`src/rtl/exc_entry_pkg.sv`:
```
package exc_entry_pkg;
  localparam int FRAME_WORDS = 8;
  localparam int FRAME_BYTES = 4 * FRAME_WORDS;

  typedef enum logic [2:0] {
    ST_IDLE,
    ST_ALLOC,
    ST_PUSH,
    ST_VEC,
    ST_DONE
  } seq_state_t;

  localparam logic [31:0] RET_FROM_HANDLER = 32'hFFFF_FFF1;
  localparam logic [31:0] RET_THREAD_MAIN  = 32'hFFFF_FFF9;
  localparam logic [31:0] RET_THREAD_PROC  = 32'hFFFF_FFFD;
endpackage

```
`src/rtl/exc_sp_bank.sv`:
```
module exc_sp_bank #(
  parameter int W           = 32,
  parameter int FRAME_BYTES = 32
) (
  input  logic         clk,
  input  logic         rst_n,
  input  logic         wr_en,
  input  logic         wr_sel,
  input  logic [W-1:0] wr_data,
  input  logic         alloc_en,
  input  logic         alloc_sel,
  output logic [W-1:0] msp,
  output logic [W-1:0] psp
);
  localparam logic [W-1:0] ALIGN_MASK = ~W'(3);
  localparam logic [W-1:0] FB         = W'(FRAME_BYTES);

  logic [W-1:0] msp_q, msp_d, psp_q, psp_d;

  always_comb begin
    msp_d = msp_q;
    psp_d = psp_q;
    if (alloc_en) begin
      if (alloc_sel) psp_d = psp_q - FB;
      else           msp_d = msp_q - FB;
    end else if (wr_en) begin
      if (wr_sel) psp_d = wr_data & ALIGN_MASK;
      else        msp_d = wr_data & ALIGN_MASK;
    end
  end

  always_ff @(posedge clk or negedge rst_n) begin
    if (!rst_n) begin
      msp_q <= '0;
      psp_q <= '0;
    end else begin
      msp_q <= msp_d;
      psp_q <= psp_d;
    end
  end

  assign msp = msp_q;
  assign psp = psp_q;

  // both pointers stay word aligned
  a_r2_sp_aligned: assert property (@(posedge clk) disable iff (!rst_n)
    (msp[1:0] == 2'b00) && (psp[1:0] == 2'b00));

  // frame allocation lowers the chosen pointer by the frame size
  a_r4_alloc_main: assert property (@(posedge clk) disable iff (!rst_n)
    (alloc_en && !alloc_sel) |=> (msp == $past(msp) - FB) && $stable(psp));

  a_r4_alloc_proc: assert property (@(posedge clk) disable iff (!rst_n)
    (alloc_en && alloc_sel) |=> (psp == $past(psp) - FB) && $stable(msp));
endmodule

```
`src/rtl/exc_frame_store.sv`:
```
module exc_frame_store #(
  parameter int W = 32,
  parameter int N = 8,
  localparam int IDX_W = $clog2(N)
) (
  input  logic                clk,
  input  logic                rst_n,
  input  logic                load,
  input  logic [N-1:0][W-1:0] in_words,
  input  logic [IDX_W-1:0]    sel,
  output logic [W-1:0]        word_out
);
  logic [N-1:0][W-1:0] slots;

  for (genvar g = 0; g < N; g++) begin : g_slot
    logic [W-1:0] q;
    always_ff @(posedge clk or negedge rst_n) begin
      if (!rst_n)    q <= '0;
      else if (load) q <= in_words[g];
    end
    assign slots[g] = q;
  end

  assign word_out = slots[sel];
endmodule

```
`src/rtl/exc_entry_seq.sv`:
```
module exc_entry_seq
  import exc_entry_pkg::*;
#(
  parameter int W     = 32,
  parameter int NUM_W = 8
) (
  input  logic             clk,
  input  logic             rst_n,
  input  logic             req,
  input  logic [NUM_W-1:0] exc_num,
  input  logic             in_handler,
  input  logic             ctrl_psp,
  input  logic [W-1:0]     r0,
  input  logic [W-1:0]     r1,
  input  logic [W-1:0]     r2,
  input  logic [W-1:0]     r3,
  input  logic [W-1:0]     r12,
  input  logic [W-1:0]     lr_val,
  input  logic [W-1:0]     pc_val,
  input  logic [W-1:0]     psr_val,
  input  logic             sp_wr_en,
  input  logic             sp_wr_sel,
  input  logic [W-1:0]     sp_wr_data,
  input  logic             vtor_wr_en,
  input  logic [W-1:0]     vtor_wr_data,
  output logic             mw_valid,
  input  logic             mw_ready,
  output logic [W-1:0]     mw_addr,
  output logic [W-1:0]     mw_data,
  output logic             mr_valid,
  input  logic             mr_ready,
  output logic [W-1:0]     mr_addr,
  input  logic [W-1:0]     mr_data,
  output logic [W-1:0]     msp,
  output logic [W-1:0]     psp,
  output logic [W-1:0]     new_pc,
  output logic [W-1:0]     new_lr,
  output logic             out_handler,
  output logic             busy,
  output logic             done
);
  localparam int           IDX_W      = $clog2(FRAME_WORDS);
  localparam logic [IDX_W-1:0] LAST_BEAT = IDX_W'(FRAME_WORDS - 1);
  localparam logic [W-1:0] FB         = W'(FRAME_BYTES);
  localparam logic [W-1:0] ALIGN_MASK = ~W'(3);
  localparam logic [W-1:0] PC_MASK    = ~W'(1);

  seq_state_t       state_q, state_d;
  logic [IDX_W-1:0] beat_q, beat_d;
  logic [NUM_W-1:0] num_q, num_d;
  logic             use_psp_q, use_psp_d;
  logic             from_hnd_q, from_hnd_d;
  logic [W-1:0]     base_q, base_d;
  logic [W-1:0]     vtor_q, vtor_d;
  logic [W-1:0]     pc_q, pc_d, lr_q, lr_d;
  logic             hnd_q, hnd_d;
  logic             load, alloc_en, sp_wr_ok;
  logic             sel_psp_now;
  logic [FRAME_WORDS-1:0][W-1:0] frame_in;

  assign busy        = (state_q != ST_IDLE);
  assign sel_psp_now = !in_handler && ctrl_psp;
  assign sp_wr_ok    = sp_wr_en && !busy;
  assign frame_in    = {psr_val, pc_val, lr_val, r12, r3, r2, r1, r0};

  exc_sp_bank #(.W(W), .FRAME_BYTES(FRAME_BYTES)) u_sp_bank (
    .clk(clk), .rst_n(rst_n),
    .wr_en(sp_wr_ok), .wr_sel(sp_wr_sel), .wr_data(sp_wr_data),
    .alloc_en(alloc_en), .alloc_sel(use_psp_q),
    .msp(msp), .psp(psp)
  );

  exc_frame_store #(.W(W), .N(FRAME_WORDS)) u_frame (
    .clk(clk), .rst_n(rst_n), .load(load),
    .in_words(frame_in), .sel(beat_q), .word_out(mw_data)
  );

  always_comb begin
    state_d    = state_q;
    beat_d     = beat_q;
    num_d      = num_q;
    use_psp_d  = use_psp_q;
    from_hnd_d = from_hnd_q;
    base_d     = base_q;
    vtor_d     = vtor_q;
    pc_d       = pc_q;
    lr_d       = lr_q;
    hnd_d      = hnd_q;
    load       = 1'b0;
    alloc_en   = 1'b0;
    mw_valid   = 1'b0;
    mr_valid   = 1'b0;
    unique case (state_q)
      ST_IDLE: begin
        if (vtor_wr_en) vtor_d = vtor_wr_data & ALIGN_MASK;
        if (req) begin
          load       = 1'b1;
          num_d      = exc_num;
          use_psp_d  = sel_psp_now;
          from_hnd_d = in_handler;
          base_d     = (sel_psp_now ? psp : msp) - FB;
          state_d    = ST_ALLOC;
        end
      end
      ST_ALLOC: begin
        alloc_en = 1'b1;
        beat_d   = '0;
        state_d  = ST_PUSH;
      end
      ST_PUSH: begin
        mw_valid = 1'b1;
        if (mw_ready) begin
          if (beat_q == LAST_BEAT) state_d = ST_VEC;
          else                     beat_d  = beat_q + 1'b1;
        end
      end
      ST_VEC: begin
        mr_valid = 1'b1;
        if (mr_ready) begin
          pc_d    = mr_data & PC_MASK;
          lr_d    = from_hnd_q ? W'(RET_FROM_HANDLER)
                  : (use_psp_q ? W'(RET_THREAD_PROC) : W'(RET_THREAD_MAIN));
          hnd_d   = 1'b1;
          state_d = ST_DONE;
        end
      end
      ST_DONE: state_d = ST_IDLE;
      default: state_d = ST_IDLE;
    endcase
  end

  always_ff @(posedge clk or negedge rst_n) begin
    if (!rst_n) begin
      state_q    <= ST_IDLE;
      beat_q     <= '0;
      num_q      <= '0;
      use_psp_q  <= 1'b0;
      from_hnd_q <= 1'b0;
      base_q     <= '0;
      vtor_q     <= '0;
      pc_q       <= '0;
      lr_q       <= '0;
      hnd_q      <= 1'b0;
    end else begin
      state_q    <= state_d;
      beat_q     <= beat_d;
      num_q      <= num_d;
      use_psp_q  <= use_psp_d;
      from_hnd_q <= from_hnd_d;
      base_q     <= base_d;
      vtor_q     <= vtor_d;
      pc_q       <= pc_d;
      lr_q       <= lr_d;
      hnd_q      <= hnd_d;
    end
  end

  assign mw_addr     = base_q + {{(W-IDX_W-2){1'b0}}, beat_q, 2'b00};
  assign mr_addr     = vtor_q + {{(W-NUM_W-2){1'b0}}, num_q, 2'b00};
  assign new_pc      = pc_q;
  assign new_lr      = lr_q;
  assign out_handler = hnd_q;
  assign done        = (state_q == ST_DONE);

  // a stalled frame beat holds address and data
  a_r4_beat_hold: assert property (@(posedge clk) disable iff (!rst_n)
    (mw_valid && !mw_ready) |=> mw_valid && $stable(mw_addr) && $stable(mw_data));

  // frame writes and the vector read never overlap
  a_r6_one_port: assert property (@(posedge clk) disable iff (!rst_n)
    $onehot0({mw_valid, mr_valid}));

  // the handler address is always even
  a_r7_pc_even: assert property (@(posedge clk) disable iff (!rst_n)
    done |-> !new_pc[0]);

  // the link value is one of the return codes
  a_r8_lr_code: assert property (@(posedge clk) disable iff (!rst_n)
    done |-> (new_lr[W-1:4] == '1) && (new_lr[0] == 1'b1));

  // completion comes with handler mode and is a single pulse
  a_r9_done_pulse: assert property (@(posedge clk) disable iff (!rst_n)
    done |-> out_handler ##1 (!done && !busy));

  // pointers do not move while waiting for the memory
  a_r10_busy_sp_stable: assert property (@(posedge clk) disable iff (!rst_n)
    (mw_valid || mr_valid) |=> $stable(msp) && $stable(psp));
endmodule

```
`config.mk`:
```
export PLATFORM = sky130hd
export DESIGN_NAME = exc_entry_seq
export DESIGN_NICKNAME = d
export VERILOG_FILES = /design/src/rtl/exc_entry_pkg.sv /design/src/rtl/exc_sp_bank.sv /design/src/rtl/exc_frame_store.sv /design/src/rtl/exc_entry_seq.sv
export SDC_FILE = /design/constraint.sdc
export NUM_CORES = 1
export LEC_CHECK = 0
export BUFFER_PORTS_ARGS = -buffer_cell sky130_fd_sc_hd__buf_2
export CORE_AREA = 5 5 228 230
export DETAILED_ROUTE_END_ITERATION = 7
export DIE_AREA = 0 0 233 235
export PLACE_DENSITY_LB_ADDON = 0.05
export SLEW_MARGIN = 15
export SYNTH_ARGS = -nofsm -noshare
export SYNTH_HDL_FRONTEND = slang
export SYNTH_SLANG_ARGS = --single-unit
```
`constraint.sdc`:
```
create_clock -name clk -period 3.8 [get_ports clk]
set_input_delay 0.19 -clock clk [delete_from_list [all_inputs] [get_ports clk]]
set_output_delay 0.19 -clock clk [all_outputs]
set_load 0.1 [all_outputs]
```
==> metrics.txt <==
outcome finished, final reports clean; Max Freq 281 MHz; min-delay worst type input pin to flip-flop; RR Startpoint u_sp_bank.msp[5]$_DFFE_PN0P_; Total GRT Usage 27.7%; FF-to-FF End u_sp_bank.msp[21]$_DFFE_PN0P_; Crit Path Max Fanout 11; H-tree depth 2; Initial Util 43.8%; Critical path destination mw_addr[31]; Residual DRC 0; area leader, netlist dfrtp_1; Max Cap Violations 0; DRT met1 WL 31.9 mm; R2R depth 8; clk sinks 426; CTS clk-pin slew, worst paths 0.06 ns; vias in the first global route 21216; TritonCTS Buffers 50; FFs w/ async S/R, synth 100%; die area 0.0548 mm2; Setup Skew 0.0106 ns; clk root buf clkbuf_16; Final #Nets 3647; area delta synth->final 41.4%; Worst Path Class, Setup flip-flop to primary output; I/O pins 599; Routed WL 77.2 mm; dpl hpwl 52.5 mm; Chip Height 235 um; Startpoint Class flip-flop; setup violators final 0; Post-Syn Area 0.0217 mm2; met2 routed wirelength 36.9 mm; Final ANT Viol Nets 0; Mean Syn Cell Area 9.04 um2; flops & latches, synth 426; sequential share of the synthesized area 49.0%; Final min period 3.56 ns; final hold vios 0; Overflow after GRT 0; Synth cell types 75; Final Util 61.9%; first-pass GRT wire length 121 mm; worst reg-to-reg setup slack 1.10 ns; fraction of layout cells with a size suffix above 1 26.4%; top cells by area, synth dfrtp_1 (49%), nand2_1 (18%), mux4_2 (6.6%); Post-Route Setup TNS 0 ns; Yosys Warn Count 0; Final GP Congestion 0.889; Clock Latency Late Sink 0.59 ns; Crit. Startpoint beat_q[1]$_DFFE_PN0P_; Final Cycle Share 93.8%; Top Layer Used met5; antenna violations before repair 23; CP required 3.61 ns; Slew Viols, Final 0; Pre-antenna DRT Iters 5; # rows 82; Avg WL per Cell 19.4 um; commonest register cell after synthesis dfrtp_1; Core ar. 0.0497 mm2; Worst Tran Pin Value 1.03 ns; input/output buffers 583; Hold Slack 0.0329 ns; Synth Instances 2405; pin count of the biggest net entering global routing 150; DR vias 20630; Max clock buf depth 3; Die W 233 um; crit end category primary output; Post-synth EDFFs 0; Slew headroom 30.8%; post-DR vias/cell 5.17; Synth top area share 49.0%; Arrival @ worst endpoint 3.37 ns; CTS tree done; DR WL met3 5.29 mm; Starting DRT DRC Count 1508
routing by layer:
metal | global-route usage [%] | vias up
met5 | 0 | -
met4 | 10.5 | 10
met3 | 6.46 | 209
met2 | 44.7 | 711
met1 | 36.4 | 10022
li1 | - | 9678
cells in the mapped netlist, types with 6 or more instances:
master / instances
nor2_1: 91
and3_1: 13
dfrtp_1: 426
nor2b_1: 6
nor3b_1: 6
ha_1: 16
mux2_2: 65
buf_1: 11
o31ai_1: 6
o21ai_1: 6
nand3_1: 27
nor4_1: 10
nor3_1: 30
xnor2_1: 55
buf_2: 14
inv_1: 29
mux2i_1: 19
or3_1: 7
o22a_1: 11
nand2b_1: 7
o21a_1: 8
nand2_1: 1017
a21oi_1: 64
a31oi_1: 16
clkbuf_1: 109
xor2_1: 20
buf_4: 39
mux4_2: 64
o21ai_0: 101
nand4_1: 14
o22ai_1: 6
layout make-up:
type	count	area, um2
diodes	21	52.6
clock inverters	20	244
flip-flops and latches	426	10700
repair buffers	970	7130
clock buffers	68	1410
inverters	29	109
well taps	672	841
multi-input cells	1782	10300
fillers	4248	18900
what timing repair did:
item | CTS | global route
setup endpoints to repair | 2 | 5
resized for setup | 0 | 4
setup buffers | 1 | 0
hold buffers | 355 | 0
hold endpoints to repair | 458 | 0
pin swaps | 1 | 0
placed cells by master (no fill, tap or decap), types with 11 or more instances in the layout:
master            n
o21ai_0         101
and3_1           13
xnor2_2          11
clkbuf_16        51
nand3_1          27
clkinv_2         13
mux2i_1          19
o22a_1           11
a31oi_1          16
nand4_1          14
ha_1             16
nand2_1        1016
a21oi_1          64
inv_1            29
mux4_2           64
xor2_1           18
nor3_1           30
dlygate4sd3_1   355
nor2_1           91
xnor2_1          43
buf_4            23
diode_2          21
buf_2           562
mux2_2           65
dfrtp_1         423
buf_12           29
worst min-delay path by stage:
stage | from | to | slack (ns) | depth (start not counted)
floorplan | rst_n | base_q[10]$_DFFE_PN0P_ | -0.11 | 0
global placement | rst_n | u_frame.g_slot[4].q[5]$_DFFE_PN0P_ | 0.27 | 1
global route | sp_wr_data[31] | u_sp_bank.psp[31]$_DFFE_PN0P_ | 0.05 | 4
CTS | sp_wr_data[14] | u_sp_bank.msp[14]$_DFFE_PN0P_ | 0.005 | 4
detailed placement | rst_n | u_frame.g_slot[4].q[5]$_DFFE_PN0P_ | 0.27 | 1
finish | sp_wr_data[14] | u_sp_bank.msp[14]$_DFFE_PN0P_ | 0.03 | 4
stage by stage:
stage / instances / setup WS, ns / cell area, um2
after floorplan: 2414 / 0.0196 / 21900
after global placement: 3523 / 0.540 / 25400
after detailed placement: 3523 / 0.541 / 25400
after CTS: 3967 / 0.0318 / 30700
after global routing: 3985 / -0.0239 / 30700
final: 3988 / 0.237 / 30700
state kept, by name, summed over array words and instances (netlist names):
name,count
use_psp_q,1
new_pc,31
new_lr,3
beat_q,3
vtor_q,30
state_q,3
u_sp_bank.psp,30
num_q,8
u_sp_bank.msp,30
u_frame.g_slot.q,256
from_hnd_q,1
base_q,30
cells by family (layout without fill, tap and decap cells):
kind of cell,count (synthesis),count (layout),synth area share (%)
AND/OR/NAND/NOR,1270,1270,24.2
flip-flops,426,426,49.0
AO/OA/AOI/OAI,257,257,7.00
buffers and inverters,206,1087,4.45
multiplexers,152,152,11.1
XOR/XNOR,75,75,3.02
adder cells (fa/ha/maj),18,18,1.11
other,1,31,0.0173
worst max-delay path, stage by stage, from the launching register on:
cell	delay [ns]
dfrtp_4	0.55
ha_1	0.31
a21o_1	0.11
a21oi_1	0.14
nor2_1	0.43
nand4_1	0.27
nor3_1	0.43
xor2_2	0.33
buf_12	0.22
Power is left out: the tool's default activity adds up to more than one toggle a clock period on the data nets, which glitch-free logic cannot reach.
